--- config.mk ---
export PLATFORM = sky130hd
export DESIGN_NAME = gpio_irq_ctrl
export DESIGN_NICKNAME = d
export VERILOG_FILES = /design/src/rtl/gpio_irq_pkg.sv /design/src/rtl/gpio_in_sync.sv /design/src/rtl/gpio_evt_detect.sv /design/src/rtl/gpio_stat_w1c.sv /design/src/rtl/gpio_irq_ctrl.sv
export SDC_FILE = /design/constraint.sdc
export NUM_CORES = 1
export LEC_CHECK = 0
export BUFFER_PORTS_ARGS = -buffer_cell sky130_fd_sc_hd__buf_2
export CAP_MARGIN = 20
export CORE_MARGIN = 2
export CORE_UTILIZATION = 55
export CTS_CLUSTER_DIAMETER = 60
export DETAILED_ROUTE_END_ITERATION = 10
export PLACE_DENSITY = 0.82
export SYNTH_ARGS = -nofsm -noshare
export SYNTH_HDL_FRONTEND = slang
export SYNTH_SLANG_ARGS = --single-unit
--- constraint.sdc ---
create_clock -name clk -period 3 [get_ports clk]
set_input_delay 0.45 -clock clk [delete_from_list [all_inputs] [get_ports clk]]
set_output_delay 0.45 -clock clk [all_outputs]
set_load 0.1 [all_outputs]
--- src/rtl/gpio_irq_pkg.sv ---
package gpio_irq_pkg;

  typedef enum logic [1:0] {
    COND_LOW  = 2'd0,
    COND_HIGH = 2'd1,
    COND_RISE = 2'd2,
    COND_FALL = 2'd3
  } cond_e;

  // word index = addr[4:2]
  localparam logic [2:0] IDX_DATA   = 3'd0;
  localparam logic [2:0] IDX_DIR    = 3'd1;
  localparam logic [2:0] IDX_PAD    = 3'd2;
  localparam logic [2:0] IDX_CFG_LO = 3'd3;
  localparam logic [2:0] IDX_CFG_HI = 3'd4;
  localparam logic [2:0] IDX_MASK   = 3'd5;
  localparam logic [2:0] IDX_STAT   = 3'd6;
  localparam logic [2:0] IDX_EDGE   = 3'd7;

endpackage

--- src/rtl/gpio_in_sync.sv ---
module gpio_in_sync #(
  parameter int unsigned WIDTH  = 32,
  parameter int unsigned STAGES = 2
) (
  input  logic             clk,
  input  logic             rst_n,
  input  logic [WIDTH-1:0] async_i,
  output logic [WIDTH-1:0] sync_o,
  output logic [WIDTH-1:0] prev_o
);

  logic [WIDTH-1:0] chain_q [STAGES];
  logic [WIDTH-1:0] prev_q;

  always_ff @(posedge clk or negedge rst_n) begin
    if (!rst_n) begin
      for (int s = 0; s < STAGES; s++) chain_q[s] <= '0;
      prev_q <= '0;
    end else begin
      chain_q[0] <= async_i;
      for (int s = 1; s < STAGES; s++) chain_q[s] <= chain_q[s-1];
      prev_q <= chain_q[STAGES-1];
    end
  end

  assign sync_o = chain_q[STAGES-1];
  assign prev_o = prev_q;

endmodule

--- src/rtl/gpio_evt_detect.sv ---
module gpio_evt_detect
  import gpio_irq_pkg::*;
#(
  parameter int unsigned NPINS = 32
) (
  input  logic [NPINS-1:0]   cur_i,
  input  logic [NPINS-1:0]   prev_i,
  input  logic [2*NPINS-1:0] cond_i,
  input  logic [NPINS-1:0]   any_edge_i,
  output logic [NPINS-1:0]   evt_o
);

  for (genvar p = 0; p < NPINS; p++) begin : g_pin
    cond_e code;
    logic  hit;
    assign code = cond_e'(cond_i[2*p +: 2]);

    always_comb begin
      unique case (code)
        COND_LOW:  hit = !cur_i[p];
        COND_HIGH: hit = cur_i[p];
        COND_RISE: hit = cur_i[p] && !prev_i[p];
        default:   hit = !cur_i[p] && prev_i[p];
      endcase
    end

    assign evt_o[p] = any_edge_i[p] ? (cur_i[p] ^ prev_i[p]) : hit;
  end

endmodule

--- src/rtl/gpio_stat_w1c.sv ---
module gpio_stat_w1c #(
  parameter int unsigned NPINS = 32
) (
  input  logic             clk,
  input  logic             rst_n,
  input  logic [NPINS-1:0] clr_i,
  input  logic [NPINS-1:0] set_i,
  input  logic [NPINS-1:0] mask_i,
  output logic [NPINS-1:0] stat_o,
  output logic             irq_lo_o,
  output logic             irq_hi_o
);

  localparam int unsigned HALF = NPINS / 2;

  logic [NPINS-1:0] stat_q;
  logic [NPINS-1:0] stat_d;
  logic [NPINS-1:0] pend;

  always_comb begin
    stat_d = (stat_q & ~clr_i) | set_i;
  end

  always_ff @(posedge clk or negedge rst_n) begin
    if (!rst_n) stat_q <= '0;
    else        stat_q <= stat_d;
  end

  assign pend     = stat_q & mask_i;
  assign irq_lo_o = |pend[HALF-1:0];
  assign irq_hi_o = |pend[NPINS-1:HALF];
  assign stat_o   = stat_q;

endmodule

--- src/rtl/gpio_irq_ctrl.sv ---
module gpio_irq_ctrl
  import gpio_irq_pkg::*;
#(
  parameter int unsigned NPINS       = 32,
  parameter int unsigned DATA_W      = 32,
  parameter int unsigned SYNC_STAGES = 2
) (
  input  logic              clk,
  input  logic              rst_n,
  input  logic [4:0]        addr,
  input  logic [DATA_W-1:0] wdata,
  input  logic              wr_en,
  input  logic              rd_en,
  output logic [DATA_W-1:0] rdata,
  input  logic [NPINS-1:0]  pad_in,
  output logic [NPINS-1:0]  pad_out,
  output logic [NPINS-1:0]  pad_oe,
  output logic              irq_lo,
  output logic              irq_hi
);

  localparam int unsigned HALF  = NPINS / 2;
  localparam int unsigned CFG_W = 2 * HALF;

  logic [NPINS-1:0]  data_q, dir_q, mask_q, edge_q;
  logic [CFG_W-1:0]  cfg_lo_q, cfg_hi_q;
  logic [DATA_W-1:0] rdata_q, rd_mux;
  logic [NPINS-1:0]  sync_val, sync_prev, evt, stat_q, w1c;
  logic [2:0]        idx;
  logic              aligned;
  logic              en_data, en_dir, en_cfg_lo, en_cfg_hi, en_mask, en_edge;

  assign idx     = addr[4:2];
  assign aligned = (addr[1:0] == 2'b00);

  // clock enables
  always_comb begin
    en_data   = wr_en && aligned && (idx == IDX_DATA);
    en_dir    = wr_en && aligned && (idx == IDX_DIR);
    en_cfg_lo = wr_en && aligned && (idx == IDX_CFG_LO);
    en_cfg_hi = wr_en && aligned && (idx == IDX_CFG_HI);
    en_mask   = wr_en && aligned && (idx == IDX_MASK);
    en_edge   = wr_en && aligned && (idx == IDX_EDGE);
    w1c       = (wr_en && aligned && (idx == IDX_STAT)) ? wdata[NPINS-1:0] : '0;
  end

  always_ff @(posedge clk or negedge rst_n) begin
    if (!rst_n) begin
      data_q   <= '0;
      dir_q    <= '0;
      cfg_lo_q <= '0;
      cfg_hi_q <= '0;
      mask_q   <= '0;
      edge_q   <= '0;
    end else begin
      if (en_data)   data_q   <= wdata[NPINS-1:0];
      if (en_dir)    dir_q    <= wdata[NPINS-1:0];
      if (en_cfg_lo) cfg_lo_q <= wdata[CFG_W-1:0];
      if (en_cfg_hi) cfg_hi_q <= wdata[CFG_W-1:0];
      if (en_mask)   mask_q   <= wdata[NPINS-1:0];
      if (en_edge)   edge_q   <= wdata[NPINS-1:0];
    end
  end

  gpio_in_sync #(
    .WIDTH  (NPINS),
    .STAGES (SYNC_STAGES)
  ) u_sync (
    .clk     (clk),
    .rst_n   (rst_n),
    .async_i (pad_in),
    .sync_o  (sync_val),
    .prev_o  (sync_prev)
  );

  gpio_evt_detect #(
    .NPINS (NPINS)
  ) u_detect (
    .cur_i      (sync_val),
    .prev_i     (sync_prev),
    .cond_i     ({cfg_hi_q, cfg_lo_q}),
    .any_edge_i (edge_q),
    .evt_o      (evt)
  );

  gpio_stat_w1c #(
    .NPINS (NPINS)
  ) u_stat (
    .clk      (clk),
    .rst_n    (rst_n),
    .clr_i    (w1c),
    .set_i    (evt),
    .mask_i   (mask_q),
    .stat_o   (stat_q),
    .irq_lo_o (irq_lo),
    .irq_hi_o (irq_hi)
  );

  // read path
  always_comb begin
    rd_mux = '0;
    if (aligned) begin
      unique case (idx)
        IDX_DATA:   rd_mux = DATA_W'(data_q);
        IDX_DIR:    rd_mux = DATA_W'(dir_q);
        IDX_PAD:    rd_mux = DATA_W'(sync_val);
        IDX_CFG_LO: rd_mux = DATA_W'(cfg_lo_q);
        IDX_CFG_HI: rd_mux = DATA_W'(cfg_hi_q);
        IDX_MASK:   rd_mux = DATA_W'(mask_q);
        IDX_STAT:   rd_mux = DATA_W'(stat_q);
        default:    rd_mux = DATA_W'(edge_q);
      endcase
    end
  end

  always_ff @(posedge clk or negedge rst_n) begin
    if (!rst_n)     rdata_q <= '0;
    else if (rd_en) rdata_q <= rd_mux;
  end

  assign rdata   = rdata_q;
  assign pad_out = data_q;
  assign pad_oe  = dir_q;

endmodule

* Word level (Yosys, flattened, before mapping)
Index checks and enable logic that the tools add are counted.
** Word-level totals
- Word-level logic and storage cells :: 357
- Input bits :: 73
- Register bits after elaboration :: 352
- Output and inout port bits :: 98
** Cells by class
- Mux-type cells :: 67
- Eq/ne operators :: 71
- Reductions and logical operators :: 172
- Bitwise logic cells :: 36
** Operators with widths (count)
- $pmux 32 s7 :: 1
- $pmux 1 s3 :: 32
- $logic_and 1x1->1 :: 72
- $logic_not 2->1 :: 33
- $and 32x32->32 :: 2
- $eq 2x1->1 const B :: 32
- $eq 2x2->1 const B :: 32
- $logic_not 1->1 :: 64
- $mux 32 :: 2
- $mux 1 :: 32
- $not 32->32 :: 1
- $or 32x32->32 :: 1
- $reduce_or 16->1 :: 2
- $xor 1x1->1 :: 32
- $eq 3x3->1 const B :: 4
- $eq 3x2->1 const B :: 2
- $eq 3x1->1 const B :: 1
- $logic_not 3->1 :: 1

* Logic depth before layout (Yosys ltp)
- Depth after elaboration :: 7
- Mapped depth :: 7

* Cells and area by module
A second synthesis with hierarchy kept.
** Second synthesis, totals
- Cells, all modules :: 1398
- Area, all modules :: 16907.5 um^2
** Modules (own cells, without submodules)
- gpio_irq_ctrl :: sequential area each 5605.4 um^2, instances 1, area an instance 10418.7 um^2, cells each 836
- gpio_in_sync :: sequential area each 2402.3 um^2, instances 1, area an instance 2642.5 um^2, cells each 128
- gpio_evt_detect :: sequential area each 0.0 um^2, instances 1, area an instance 2482.4 um^2, cells each 320
- gpio_stat_w1c :: sequential area each 800.8 um^2, instances 1, area an instance 1363.8 um^2, cells each 114

* Worst setup path before layout
No wires, ideal clock.
- Kind :: flip-flop to output port
- Start point :: register mask_q[30]
- End point :: output irq_hi
- Arrival time :: 1.725 ns
- Data required time :: 2.550 ns
- Cell stages (with the launch flop) :: 4
- Slack :: 0.825 ns
- Cell sequence :: dfrtp_1 a22o_1 a221oi_1 nand4_1
** On the way
- Cells in the longest elaborated chain, start to end :: 2
** Ends and longest elaborated chain
- start, declared :: line gpio_irq_ctrl.sv:25 : logic [NPINS-1:0] data_q, dir_q, mask_q, edge_q;
- start signal, assigned :: line gpio_irq_ctrl.sv:60 : if (en_mask) mask_q <= wdata[NPINS-1:0];
- $and 32x32->32 :: line gpio_stat_w1c.sv:29 : assign pend = stat_q & mask_i;
- $reduce_or 16->1 :: line gpio_stat_w1c.sv:31 : assign irq_hi_o = |pend[NPINS-1:HALF];
- end, declared :: line gpio_irq_ctrl.sv:19 : output logic irq_hi
No other way between the ends.

* Worst setup path in the final report
- Start point :: register u_stat.stat_q[11] (netlist: u_stat.stat_o[11])
- End point :: output irq_lo
** On the way
- Cells in the longest elaborated chain, start to end :: 2
** Ends and longest elaborated chain
- start, declared :: line gpio_stat_w1c.sv:16 : logic [NPINS-1:0] stat_q;
- start signal, assigned :: line gpio_stat_w1c.sv:26 : else stat_q <= stat_d;
- $and 32x32->32 :: line gpio_stat_w1c.sv:29
- $reduce_or 16->1 :: line gpio_stat_w1c.sv:30 : assign irq_lo_o = |pend[HALF-1:0];
- end, declared :: line gpio_irq_ctrl.sv:18 : output logic irq_lo,
No other way between the ends.

==> metrics.cfg <==
[critical_path]
startpoint = u_stat.stat_o[11]
crit_fanout = 3
r2r_start = cfg_lo_q[10]
crit_required_ns = 2.55
crit_path_end_kind = primary output
r2r-end = rdata[10]
arrival_ns = 2.20
reg2reg_setup_slack_ns = 1.29
reg2regPathDepth = 4
crit_path_start_kind = flop
worstSetupPathType = flop to primary output

[route]
postRouteWirelength_mm = 45.96
wl_per_cell_um = 23.50
first_pass_iters = 8
antenna_left = 0
detailedRoute.firstIterationViolations = 1272
drc = 0
vias_per_cell = 6.281
dr_total_vias = 12290

[clock_tree]
tritoncts.num_buffers = 39
clk-insertion-delay-late_ns = 0.54
htreeDepth = 2
clk_pin_slew_worst_paths_ns = 0.06
cts.path.max_buffers = 3
cts_root_buffer = clkbuf_16
clock_sinks = 352
post_cts_resized = 0
cts_tree = built

[die]
placementRows = 62
die_area_um2 = 30770
coreArea_um2 = 28780
die_h_um = 175.4
ios = 171
die-width_um = 175.4
initial_core_util_pct = 56.15

[power]
total_leakage_power_nw = 8.959
p_clk_share_pct = 33.7
p_int_mw = 9.112
p_per_area_nw_per_um2 = 744.3
fin_total_pwr_mw = 14.05
seq_power_share_pct = 43.3
power_frac_comb_pct = 22.9
swShare_pct = 35.14
p_switching_mw = 4.936
peakVddDrop_mv = 0.6059

[sta]
setup_tns_ns = 0
period_needed_ns = 2.655
fin_skew_ns = 0.02041
slew_headroom_pct = 45.72
fmax_mhz = 376.7
finalCritPeriodShare_pct = 88.49
setup_viol = 0
rsz0062_at_grt = false
layout_setup_ws_ns = 0.3452
finalHoldViolCount = 0
slew_violations = 0
worst_slew_pin_slew_ns = 0.8133
holdWs_ns = 0.01805

[synth]
synth.mux.area_fraction_pct = 16.83
ys_top_cells_by_count = dfrtp_1 (352), mux2_2 (191), inv_1 (130), nand2_1 (103), o22ai_1 (84)
yosysUniqueCellTypes = 36
yosys.area_share.simple_pct = 6.844
synth_top_area_share_pct = 54.51
synth_top_family_by_area = multiplexers
synth_fp_nets = 1495
synth_most_common_cell = dfrtp_1
post-synth-top-area-cell = dfrtp_1
synth_xor_area_share_pct = 0.05420
yosysSeqAreaShare_pct = 54.51
synth_compound_area_share_pct = 11.99
synthCells = 1358
synth-edff-count = 0
ys_ff_latch = 352
syn-cell-area_um2 = 16160
synthTopCellsByArea = dfrtp_1 (55%), mux2_2 (13%), ha_1 (5.0%)
syn_area_per_cell_um2 = 11.90
synth_fa_ha_area_share_pct = 4.955
ys_warn_count = 0
async_flop_share_pct = 100.0
synthFlopType = dfrtp_1

[final_layout]
insertedDiodeCount = 0
n_fill_cell = 2128
drive_above_1_share_pct = 30.41
fin_cells = 1956
syn2layout_area_growth_pct = 16.80
nets = 1682

[placed_design]
dp_hpwl_mm = 30.42
dpl.cell_count = 1887
portBuffers = 170
place_ws_ns = 0.5669
globalplace.congestion = 0.8914

[worst_hold_path]
hold-path-endpoint = u_sync.chain_q[59]
hold_start = pad_in[27]
hold_depth = 1
hp-class = primary input to flop

[run_status]
status = finished, final reports clean

[global_routing]
grt_pass1_vias = 12330
grt_pass1_wl_mm = 71.21
grt_max_degree = 80
grt_overflow = 0
grt.total_usage_pct = 30.08
antenna_found_initial = 0

[job]
cap_violations = 0

## critical path, cell delays in order, from the launching register on
cell and delay (ns):
dfrtp_1 0.41, a22o_1 0.23, a221oi_1 0.44, nand4_1 0.24, buf_2 0.36
## placed cells by master, fill, tap and decap left out, types with 2 or more instances in the layout
master     synthesis  final
a2111oi_0          4      4
a211oi_1          32     32
a21oi_1           18     18
a221o_1           32     32
a221oi_1           8      8
a22o_1            34     34
a311oi_1          16     16
and3_1             4      4
buf_12             0      4
buf_2             37    168
buf_4              0     37
clkbuf_1          28      3
clkbuf_16          0     40
clkbuf_8           0     11
clkinv_2           0      8
dfrtp_1          352    352
ha_1              64     64
inv_1            130    130
inv_6              0      3
mux2_1             5      5
mux2_2           191    191
mux2i_1           49     49
nand2_1          103    103
nand2b_1          35     35
nand3_1            3      3
nand4_1            5      5
nor2_1            45     45
nor3_1            30     30
nor3_4             1      2
nor3b_4            1      2
o21ai_0           33     33
o221a_2            4      4
o22ai_1           84     84
## logic make-up after synthesis
kind of cell             Yosys count
flip-flops                       352
AO/OA/AOI/OAI                    266
multiplexers                     246
AND/OR/NAND/NOR                  234
buffers and inverters            195
adder cells (fa/ha/maj)           64
XOR/XNOR                           1
## routing by layer
metal  routed length, um  part of all wire [%]  GRT usage, %
met5                   0                     0             0
met1               17800                    39         40.78
met3                4315                   9.4         5.043
met2               21420                    47         47.18
met4                2420                   5.3         15.22
## repair_timing
item | 4_1_cts | 5_1_grt
buffers inserted | 0 | 0
hold buffers | 1 | 0
hold endpoints to repair | 67 | 0
## worst max path at each step
stage | endpoint | slack, ns | depth (start not counted)
floorplan | irq_hi | 0.82 | 3
global placement | rdata[12] | 0.66 | 7
detailed placement | rdata[29] | 0.57 | 7
CTS | irq_lo | 0.40 | 4
global route | irq_lo | 0.36 | 4
finish | irq_lo | 0.35 | 4
## registers in the layout (all words and copies together) (netlist names)
register	flops
cfg_hi_q	32
cfg_lo_q	32
edge_q	32
mask_q	32
pad_oe	32
pad_out	32
rdata	32
u_stat.stat_o	32
u_sync.chain_q	32
u_sync.prev_o	32
u_sync.sync_o	32
## final cells by class
class | instances | area [um^2] | area share (%)
sequential | 352 | 8808 | 46.67
multi-input combinational | 811 | 6591 | 34.92
timing repair buffer | 211 | 1224 | 6.483
tap | 384 | 480.5 | 2.545
clock inverter | 14 | 120.1 | 0.6364
inverter | 130 | 488.0 | 2.585
clock buffer | 54 | 1164 | 6.165
## power groups by stage
stage               combinational, mW  sequential, mW  clock (mW)
floorplan                        1.14            7.23           0
global placement                 3.12            6.09           0
detailed placement               3.20            6.13           0
CTS                              3.22            6.06        4.78
global route                     3.40            6.15        4.99
finish                           3.22            6.08        4.74
## stage by stage
| step | cell area [um^2] | util [%] |
|---|---|---|
| floorplan | 16160 | - |
| global placement | 17580 | 61.09 |
| detailed placement | 17580 | 61.09 |
| CTS | 18880 | 65.59 |
| global route | 18880 | 65.59 |
| finish | 18880 | 65.59 |
Note: power is estimated with default switching activity, not from simulation.
